--- config.mk ---
export PLATFORM = sky130hd
export DESIGN_NAME = cpu_speed_ctrl
export DESIGN_NICKNAME = d
export VERILOG_FILES = /design/src/rtl/spd_pkg.sv /design/src/rtl/spd_cmd_gate.sv /design/src/rtl/spd_settings_bank.sv /design/src/rtl/spd_clk_div.sv /design/src/rtl/cpu_speed_ctrl.sv
export SDC_FILE = /design/constraint.sdc
export NUM_CORES = 1
export LEC_CHECK = 0
export ABC_CLOCK_PERIOD_IN_PS = 3800
export CAP_MARGIN = 20
export CORE_ASPECT_RATIO = 1.1
export CORE_MARGIN = 5
export CORE_UTILIZATION = 45
export DETAILED_ROUTE_END_ITERATION = 10
export PLACE_DENSITY_LB_ADDON = 0.1
export SLEW_MARGIN = 15
export SYNTH_ARGS = -nofsm -noshare
export SYNTH_HDL_FRONTEND = slang
export SYNTH_SLANG_ARGS = --single-unit
--- constraint.sdc ---
create_clock -name clk -period 3.8 [get_ports clk]
set_input_delay 0.38 -clock clk [delete_from_list [all_inputs] [get_ports clk]]
set_output_delay 0.38 -clock clk [all_outputs]
set_load 0.01 [all_outputs]
--- src/rtl/spd_pkg.sv ---
package spd_pkg;

  localparam int SPD_WORD_W  = 8;
  localparam int SPD_MAX_EXP = 7;
  localparam logic [SPD_WORD_W-1:0] SPD_RESET_WORD = '0;

  typedef enum logic [1:0] {
    SRC_MAIN = 2'd0,
    SRC_RTC  = 2'd1,
    SRC_PLL  = 2'd2,
    SRC_RSVD = 2'd3
  } spd_src_e;

  typedef struct packed {
    logic       pll_off;
    logic       osc_off;
    logic [1:0] src;
    logic [3:0] div_code;
  } spd_word_t;

endpackage

--- src/rtl/spd_cmd_gate.sv ---
module spd_cmd_gate (
  input  logic clk,
  input  logic rst_n,
  input  logic cmd_valid,
  input  logic flash_busy,
  input  logic irq_enter,
  input  logic irq_return,
  output logic accept,
  output logic err
);

  logic cmd_q;
  logic refuse;

  always_comb begin
    refuse = flash_busy | cmd_q | irq_enter | irq_return;
    accept = cmd_valid & ~refuse;
  end

  always_ff @(posedge clk) begin
    if (!rst_n) begin
      cmd_q <= 1'b0;
      err   <= 1'b0;
    end else begin
      cmd_q <= cmd_valid;
      if (cmd_valid && refuse) err <= 1'b1;
    end
  end

  assert_no_back_to_back_R4: assert property (@(posedge clk) disable iff (!rst_n)
    cmd_valid |=> !accept);

  assert_err_sticky_R4: assert property (@(posedge clk) disable iff (!rst_n)
    err |=> err);

endmodule

--- src/rtl/spd_settings_bank.sv ---
module spd_settings_bank #(
  parameter int W = spd_pkg::SPD_WORD_W,
  parameter logic [W-1:0] RESET_WORD = '0
) (
  input  logic         clk,
  input  logic         rst_n,
  input  logic         accept,
  input  logic [W-1:0] cmd_op,
  input  logic         irq_enter,
  input  logic         irq_return,
  input  logic         ret_restore,
  input  logic         isr_wr,
  input  logic [W-1:0] isr_wdata,
  output logic [W-1:0] cur,
  output logic [W-1:0] isr_q
);

  logic [W-1:0] saved_q;

  always_ff @(posedge clk) begin
    if (!rst_n) begin
      cur     <= RESET_WORD;
      isr_q   <= RESET_WORD;
      saved_q <= RESET_WORD;
    end else begin
      if (isr_wr) isr_q <= isr_wdata;
      if (irq_enter) begin
        saved_q <= cur;
        cur     <= isr_q;
      end else if (irq_return) begin
        if (ret_restore) cur <= saved_q;
      end else if (accept) begin
        cur <= cmd_op;
      end
    end
  end

  assert_cur_only_on_events_R7: assert property (@(posedge clk) disable iff (!rst_n)
    (!accept && !irq_enter && !irq_return) |=> $stable(cur));

  assert_enter_loads_isr_R5: assert property (@(posedge clk) disable iff (!rst_n)
    irq_enter |=> cur == $past(isr_q));

  assert_ret_restore_R6: assert property (@(posedge clk) disable iff (!rst_n)
    (irq_return && ret_restore && !irq_enter) |=> cur == $past(saved_q));

  assert_ret_keep_R6: assert property (@(posedge clk) disable iff (!rst_n)
    (irq_return && !ret_restore && !irq_enter) |=> $stable(cur));

  assert_enter_wins_R10: assert property (@(posedge clk) disable iff (!rst_n)
    (irq_enter && irq_return) |=> saved_q == $past(cur));

  assert_isr_write_R7: assert property (@(posedge clk) disable iff (!rst_n)
    isr_wr |=> isr_q == $past(isr_wdata));

endmodule

--- src/rtl/spd_clk_div.sv ---
module spd_clk_div #(
  parameter int MAX_EXP = spd_pkg::SPD_MAX_EXP,
  localparam int EXP_W = $clog2(MAX_EXP + 1),
  localparam int CNT_W = (MAX_EXP < 1) ? 1 : MAX_EXP
) (
  input  logic             clk,
  input  logic             rst_n,
  input  logic [EXP_W-1:0] req_exp,
  output logic             clk_en
);

  logic [EXP_W-1:0] act_exp;
  logic [CNT_W-1:0] cnt;
  logic [CNT_W-1:0] limit;

  always_comb begin
    limit  = CNT_W'((32'd1 << act_exp) - 32'd1);
    clk_en = (cnt == limit);
  end

  always_ff @(posedge clk) begin
    if (!rst_n) begin
      cnt     <= '0;
      act_exp <= '0;
    end else if (clk_en) begin
      cnt     <= '0;
      act_exp <= req_exp;
    end else begin
      cnt <= cnt + 1'b1;
    end
  end

  assert_exp_at_boundary_R9: assert property (@(posedge clk) disable iff (!rst_n)
    !clk_en |=> $stable(act_exp));

  assert_no_short_pulse_R9: assert property (@(posedge clk) disable iff (!rst_n)
    (clk_en && req_exp != '0) |=> !clk_en);

  assert_div1_every_cycle_R8: assert property (@(posedge clk) disable iff (!rst_n)
    (clk_en && req_exp == '0) |=> clk_en);

endmodule

--- src/rtl/cpu_speed_ctrl.sv ---
module cpu_speed_ctrl #(
  parameter int MAX_EXP = spd_pkg::SPD_MAX_EXP,
  localparam int W = spd_pkg::SPD_WORD_W,
  localparam int EXP_W = $clog2(MAX_EXP + 1)
) (
  input  logic         clk,
  input  logic         rst_n,
  input  logic         spd_cmd_valid,
  input  logic [W-1:0] spd_cmd_op,
  input  logic         flash_busy,
  input  logic         irq_enter,
  input  logic         irq_return,
  input  logic         irq_ret_restore,
  input  logic         isr_spd_wr,
  input  logic [W-1:0] isr_spd_wdata,
  output logic [W-1:0] isr_spd_rdata,
  output logic [W-1:0] cur_spd,
  output logic         core_clk_en,
  output logic [1:0]   clk_src_sel,
  output logic         main_osc_off,
  output logic         pll_off,
  output logic         spd_cmd_err
);

  import spd_pkg::*;

  logic             cmd_accept;
  logic [W-1:0]     cur_word;
  logic [W-1:0]     isr_word;
  spd_word_t        cur_fields;
  logic [EXP_W-1:0] req_exp;

  spd_cmd_gate u_gate (
    .clk        (clk),
    .rst_n      (rst_n),
    .cmd_valid  (spd_cmd_valid),
    .flash_busy (flash_busy),
    .irq_enter  (irq_enter),
    .irq_return (irq_return),
    .accept     (cmd_accept),
    .err        (spd_cmd_err)
  );

  spd_settings_bank #(
    .W          (W),
    .RESET_WORD (SPD_RESET_WORD)
  ) u_bank (
    .clk         (clk),
    .rst_n       (rst_n),
    .accept      (cmd_accept),
    .cmd_op      (spd_cmd_op),
    .irq_enter   (irq_enter),
    .irq_return  (irq_return),
    .ret_restore (irq_ret_restore),
    .isr_wr      (isr_spd_wr),
    .isr_wdata   (isr_spd_wdata),
    .cur         (cur_word),
    .isr_q       (isr_word)
  );

  always_comb begin
    cur_fields = spd_word_t'(cur_word);
    if (32'(cur_fields.div_code) > MAX_EXP) req_exp = EXP_W'(MAX_EXP);
    else                                    req_exp = EXP_W'(cur_fields.div_code);
  end

  spd_clk_div #(
    .MAX_EXP (MAX_EXP)
  ) u_div (
    .clk     (clk),
    .rst_n   (rst_n),
    .req_exp (req_exp),
    .clk_en  (core_clk_en)
  );

  assign cur_spd       = cur_word;
  assign isr_spd_rdata = isr_word;
  assign clk_src_sel   = cur_fields.src;
  assign main_osc_off  = cur_fields.osc_off;
  assign pll_off       = cur_fields.pll_off;

  assert_busy_refused_R4: assert property (@(posedge clk) disable iff (!rst_n)
    (spd_cmd_valid && flash_busy && !irq_enter && !irq_return) |=> $stable(cur_spd));

  assert_busy_sets_err_R4: assert property (@(posedge clk) disable iff (!rst_n)
    (spd_cmd_valid && flash_busy) |=> spd_cmd_err);

  assert_accept_loads_R3: assert property (@(posedge clk) disable iff (!rst_n)
    (spd_cmd_valid && !flash_busy && !irq_enter && !irq_return && !$past(spd_cmd_valid))
      |=> cur_spd == $past(spd_cmd_op));

endmodule

==> results of run 1 <==
[worst max-delay path, cell delays in order (launching register included)]
cell and delay (ps):
dfxtp_1 420, or4_1 490, o21ai_1 140, o2bb2ai_1 90, nor3_2 110, buf_4 210, clkdlybuf4s50_1 550
[final cells by class]
class / instances / area, um2
inverter: 1 / 3.754
multi-input combinational: 140 / 903.4
clock inverter: 1 / 30.03
clock buffer: 7 / 96.34
sequential: 36 / 720.7
fill: 363 / 1386
timing repair buffer: 48 / 480.5
tap: 50 / 62.56
[how the worst max path moves through the flow]
| stage | startpoint | end | slack [ps] |
|---|---|---|---|
| after global placement | irq_return | u_bank.cur[4] | 1190 |
| final | u_div.act_exp[2] | core_clk_en | 1140 |
| after CTS | u_div.act_exp[2] | core_clk_en | 1110 |
| after floorplan | u_div.act_exp[0] | core_clk_en | 2040 |
| after detailed placement | irq_return | u_bank.cur[0] | 1070 |
| after global routing | u_div.act_exp[2] | core_clk_en | 1000 |
[state kept, by name (all words and copies together), names as in the netlist]
| register | cells |
|---|---|
| u_bank.cur | 8 |
| u_gate.cmd_q | 1 |
| u_bank.saved_q | 8 |
| u_bank.isr_q | 8 |
| u_gate.err | 1 |
| u_div.cnt | 7 |
| u_div.act_exp | 3 |
[per-layer routing]
layer  global-route usage  vias to the layer above  share of wire
met3              0.05672                        2          0.043
li1                     -                      724              -
met4              0.05195                        0         0.0071
met1               0.1822                      643           0.42
met5                    0                        -              0
met2               0.2956                       22           0.52
[power by group through the flow]
stage	registers [mW]	logic, mW	clock network (mW)
after floorplan	0.436	0.176	0
after global placement	0.441	0.249	0
after detailed placement	0.444	0.258	0
after CTS	0.435	0.261	0.373
after global routing	0.441	0.278	0.390
final	0.436	0.256	0.362
[cell families after synthesis]
group,synth area share
AOI/OAI and AO/OA,0.1069
xor gates and xnor gates,0.03055
adders and majority gates,0.007272
buffers and inverters,0.05600
DFF,0.4189
muxes,0.1571
and+or+nand+nor,0.2233
[synth_stat cells]
cell type  instances
clkbuf_1           6
nand2b_1           1
buf_2              2
xor2_1             1
nor3b_1            1
nor3_2             1
nand2_1           20
o21bai_1           1
buf_1              2
o2bb2ai_1          1
nor3_1             1
buf_6              2
and2_1             9
nand3b_1           1
ha_1               1
o41a_1             1
buf_4              4
and2b_1            1
a21oi_1           12
xnor2_1            5
and3_1             1
nand3_1            4
mux2i_1           27
o21a_1             1
dfxtp_1           36
or4_1              1
a221oi_1           1
o21ai_0           12
nor2_1            15
inv_1              1
and2_0             1
a221oi_2           1
nor2b_1           16
nand4_1            2
o21ai_1            1
[through the flow]
step / power (mW) / cell area, um2 / instances / setup WS, ps / util
5_1_grt: 1.109 / 2297 / 283 / 1004 / 0.6236
6_report: 1.054 / 2297 / 283 / 1137 / 0.6236
4_1_cts: 1.070 / 2282 / 282 / 1114 / 0.6196
3_3_place_gp: 0.6897 / 2156 / 274 / 1193 / 0.5853
3_5_place_dp: 0.7023 / 2156 / 274 / 1067 / 0.5853
2_1_floorplan: 0.6121 / 1720 / 193 / 2044 / -
==> run_results.csv, run 1 <==
group,metric,value,unit
outcome,status,"finished, final reports clean",
clocking,cts_tree,"yes",
finish,antennaDiodeCount,0,
drt,route.vias.total,1391,
yosys,ys_ff_latch,36,
worst_hold_path,hp-class,"reg2reg",
drt,first_pass_iters,4,
drt,wire_per_inst,13.43,um
power_and_ir_drop,p_clk_frac,0.344,
power_and_ir_drop,combPwrFrac,0.243,
clocking,cts_made_buffers,5,
yosys,synth_nets,218,
floorplanning,ios,46,
power_and_ir_drop,pwr-share-seq,0.413,
placement,dp_hpwl,2732,um
clocking,clock_latency,280,ps
power_and_ir_drop,p_int,0.7724,mW
drt,antenna_left,0,
critical_path,reg2regPathDepth,6,
floorplanning,fp-row-count,23,
clocking,cts_root_buf,"clkbuf_8",
run,max_cap_viol_count,0,
critical_path,r2r_end,"u_div.act_exp[1]",
sta,min_period_over_period,0.7009,
power_and_ir_drop,switching_share,0.2669,
clocking,cts_setup_buffers,0,
sta,skew,4.544,ps
floorplanning,start_util,0.4671,
worst_hold_path,min_to,"u_gate.err",
power_and_ir_drop,power_density,458.6,nW/um2
clocking,cts_sinks,36,
global_route,antenna_found_initial,0,
yosys,synth_area_leaders,"dfxtp_1 42%, mux2i_1 16%, nor2b_1 5.8%, nand2_1 4.4%, a21oi_1 3.5%",
yosys,synth_area,1720,um2
drt,vias_per_cell,4.915,
floorplanning,die_area,5161,um2
critical_path,crit_type,"reg2out",
sta,fin_setup_tns,0,ps
global_route,grt_overflow_total,0,
placement,io_buffers,45,
finish,area_growth,33.53,%
global_route,grt_pass1_wl,6361,um
yosys,yosysTopAreaCell,"dfxtp_1",
finish,layout_commonest_cell,"clkdlybuf4s50_1",
power_and_ir_drop,p_leak,0.8903,nW
clocking,cts_resized,0,
drt,drt_iter0_markers,55,
global_route,grt_pass1_vias,1381,
sta,relSlewSlack,0.4123,
sta,rsz0062_at_grt,"no",
floorplanning,core_area,3684,um2
sta,max_freq,375.5,MHz
critical_path,arrival,2280,ps
clocking,htree_levels,2,
floorplanning,die_x,68.96,um
sta,fin_crit,2663,ps
yosys,syn_inst,193,
yosys,synth_top_cell_area_share,0.4189,
power_and_ir_drop,vdd_drop_max,0.2919,mV
sta,finalSetupViolCount,0,
placement,gp_congestion,0.7116,
worst_hold_path,hold_start,"u_gate.err",
sta,worst_pin_slew,881.5,ps
sta,hold_violations,0,
critical_path,regToRegStartpoint,"u_div.act_exp[2]",
global_route,grt_max_degree,40,
yosys,synth_cell_types,35,
critical_path,rrSetupSlack,2090,ps
floorplanning,die_h,74.85,um
clocking,cts_hold_buffers,0,
finish,final_nets,257,
critical_path,critPathLaunchType,"flop",
critical_path,worstSetupEndpointType,"output port",
global_route,track_usage,0.1654,
clocking,clock_path_buffers,2,
drt,wirelength,3801,um
worst_hold_path,hold_depth,1,
yosys,synth.avg_cell_area,8.914,um2
yosys,yosys_warnings,0,
finish,most-common-layout-cells,"45 x clkdlybuf4s50_1, 36 x dfxtp_1, 27 x mux2i_1, 20 x nand2_1, 16 x nor2b_1",
drt,drc,0,
sta,finalMaxSlewViolations,0,
yosys,ys_seq_area_frac,0.4189,
clocking,path_clk_slew,70,ps
sta,holdWs,477.9,ps
critical_path,critical_path_peak_fanout,11,
critical_path,cp.required,3420,ps
finish,drive_gt1_frac,0.05579,
power_and_ir_drop,p_sw,0.2812,mW
No activity file was read; power rests on OpenSTA's default activity.
==> run 2, diff against run 1 <==
--- a/config.mk
+++ b/config.mk
@@ -5,11 +5,11 @@
 export SDC_FILE = /design/constraint.sdc
 export NUM_CORES = 1
 export LEC_CHECK = 0
-export ABC_CLOCK_PERIOD_IN_PS = 3800
+export ABC_CLOCK_PERIOD_IN_PS = 2400
 export CAP_MARGIN = 20
 export CORE_ASPECT_RATIO = 1.1
 export CORE_MARGIN = 5
-export CORE_UTILIZATION = 45
+export CORE_UTILIZATION = 43
 export DETAILED_ROUTE_END_ITERATION = 10
 export PLACE_DENSITY_LB_ADDON = 0.1
 export SLEW_MARGIN = 15
==> constraint.sdc (replaced) <==
create_clock -name clk -period 2.4 [get_ports clk]
set_input_delay 0.24 -clock clk [delete_from_list [all_inputs] [get_ports clk]]
set_output_delay 0.24 -clock clk [all_outputs]
set_load 0.01 [all_outputs]
==> run 2 against run 1 <==
Compared with the run above:
- combinational power rose by 57%
- utilization fell by 3.6 points
- die area rose by 4.0%
- critical path depth fell by 1
- sequential cell count did not move
- routed wire length rose by 5.1%
- clock skew barely moved
- critical endpoint unchanged
==> run_results.csv, run 2 (synthesized netlist as in run 1, its figures left out) <==
group,metric,value,unit
finish,antennaDiodeCount,0,
power_and_ir_drop,switching_share,0.2865,
clocking,cts_hold_buffers,0,
critical_path,arrival,1910,ps
floorplanning,die_x,70.31,um
floorplanning,fp-row-count,24,
floorplanning,core_area,3904,um2
sta,fin_crit,2147,ps
power_and_ir_drop,vdd_drop_max,0.4214,mV
critical_path,cp.required,2160,ps
critical_path,critPathLaunchType,"flop",
finish,fillerInstances,364,
clocking,cts_tree,"yes",
sta,finalMaxSlewViolations,0,
power_and_ir_drop,p_int,1.104,mW
finish,fin_area,2292,um2
critical_path,critical_path_peak_fanout,8,
sta,skew,4.666,ps
power_and_ir_drop,p_clk_frac,0.295,
power_and_ir_drop,power_density,675.2,nW/um2
floorplanning,die_area,5367,um2
sta,max_freq,465.8,MHz
finish,seq_area,721.9,um2
power_and_ir_drop,totalPowerFinal,1.548,mW
placement,postPlaceCellArea,2196,um2
critical_path,cp_top_family,"simple AND/OR/NAND/NOR gates",
placement,io_buffers,45,
drt,wire_per_inst,13.88,um
clocking,cts_setup_buffers,0,
sta,min_period_over_period,0.8946,
sta,relSlewSlack,0.6281,
placement,gp_congestion,0.7339,
critical_path,worstSetupEndpointType,"output port",
drt,drt_iter0_markers,43,
finish,largest_registers,"u_bank.cur x8, u_bank.isr_q x8, u_bank.saved_q x8",
drt,route.vias.total,1459,
global_route,grt_max_degree,21,
power_and_ir_drop,pwr-share-seq,0.446,
critical_path,crit_type,"reg2out",
drt,vias_per_cell,5.066,
sta,fin_setup_tns,0,ps
finish,final_nets,261,
clocking,cts_root_buf,"clkbuf_8",
global_route,grt_overflow_total,0,
floorplanning,die_h,76.34,um
drt,drc,0,
global_route,grt_pass1_wl,6713,um
clocking,clock_latency,290,ps
drt,antenna_left,0,
power_and_ir_drop,p_sw,0.4435,mW
drt,first_pass_iters,4,
sta,finalSetupViolCount,0,
run,max_cap_viol_count,0,
critical_path,crit_slowest_cell,"or4_1",
clocking,htree_levels,2,
outcome,status,"finished, final reports clean",
sta,hold_violations,0,
finish,most-common-layout-cells,"44 x clkdlybuf4s50_1, 35 x dfxtp_1, 27 x mux2i_1, 20 x nand2_1, 16 x nor2b_1",
sta,rsz0062_at_grt,"no",
worst_hold_path,hp-class,"reg2reg",
finish,layout_commonest_cell,"clkdlybuf4s50_1",
power_and_ir_drop,combPwrFrac,0.259,
finish,drive_gt1_frac,0.07203,
finish,multi_input_area,903.4,um2
clocking,cts_sinks,36,
clocking,clock_path_buffers,2,
critical_path,max_stage_delay,540,ps
critical_path,path_cells,"or4_1, o21ai_1, o2bb2ai_1, nor3_2, dlygate4sd2_1",
placement,dp_hpwl,2988,um
drt,wirelength,3996,um
power_and_ir_drop,p_leak,0.8940,nW
floorplanning,ios,46,
global_route,track_usage,0.1555,
clocking,path_clk_slew,60,ps
sta,worst_pin_slew,556.1,ps
finish,area_growth,33.24,%
floorplanning,start_util,0.4407,
clocking,cts_made_buffers,5,
critical_path,crit_buf_inv,1,
global_route,antenna_found_initial,0,
global_route,grt_pass1_vias,1480,
[run 2: changes by cell type in the layout (fill, tap and decap cells not counted), sizes merged]
| cell | previous run | this run |
|---|---|---|
| clkdlybuf4s50 | 45 | 44 |
| bufinv | 1 | 0 |
| buf | 3 | 7 |
| dlygate4sd2 | 0 | 1 |
[run 2: worst reg2reg max path, delay by kind of cell (launching register included)]
| family | cells | cell delay, ps |
|---|---|---|
| buffers and inverters | 1 | 210 |
| and+or+nand+nor | 2 | 670 |
| DFF | 1 | 380 |
| AOI/OAI and AO/OA | 2 | 290 |
| muxes | 1 | 190 |
[run 2: metal layers]
layer,part of all wire,GRT usage
met4,0.027,0.09004
met1,0.41,0.1649
met3,0.046,0.04485
met2,0.51,0.2697
met5,0,0
[run 2: timing repair]
item,CTS,global route
resized for setup,2,0
endpoints found under the hold margin,0,0
endpoints found under the setup margin,1,0
[run 2: stage by stage]
| stage | setup slack, ps | hold WS [ps] | util | instances |
|---|---|---|---|---|
| after floorplan | 784.2 | 361.7 | - | 193 |
| after global placement | 401.5 | 454.3 | 0.5625 | 281 |
| after detailed placement | 275.1 | 481.6 | 0.5625 | 281 |
| after CTS | 249.2 | 496.4 | 0.5872 | 288 |
| after global routing | 141.6 | 512.4 | 0.5872 | 288 |
| final | 252.9 | 486.7 | 0.5872 | 288 |
[run 2: path summary, 6_finish.rpt]
path	end	slack, ps	from	cells past startpoint
max reg2reg	u_div.act_exp[2]	590	u_div.act_exp[1]	6
min	u_gate.err	490	u_gate.err	1
min reg2reg	u_gate.err	490	u_gate.err	1
max	core_clk_en	250	u_div.act_exp[1]	5
[run 2: area by class of cell]
class | count | area share
sequential | 36 | 0.3150
clock buffer | 7 | 0.04203
multi-input combinational | 140 | 0.3941
timing repair buffer | 52 | 0.2189
tap | 52 | 0.02838
inverter | 1 | 0.001638
[run 2: power by group through the flow]
stage	sequential, mW	clock, mW	combinational (mW)
floorplan	0.690	0	0.279
global placement	0.696	0	0.404
detailed placement	0.702	0	0.417
CTS	0.689	0.471	0.407
global route	0.697	0.493	0.442
finish	0.690	0.457	0.401
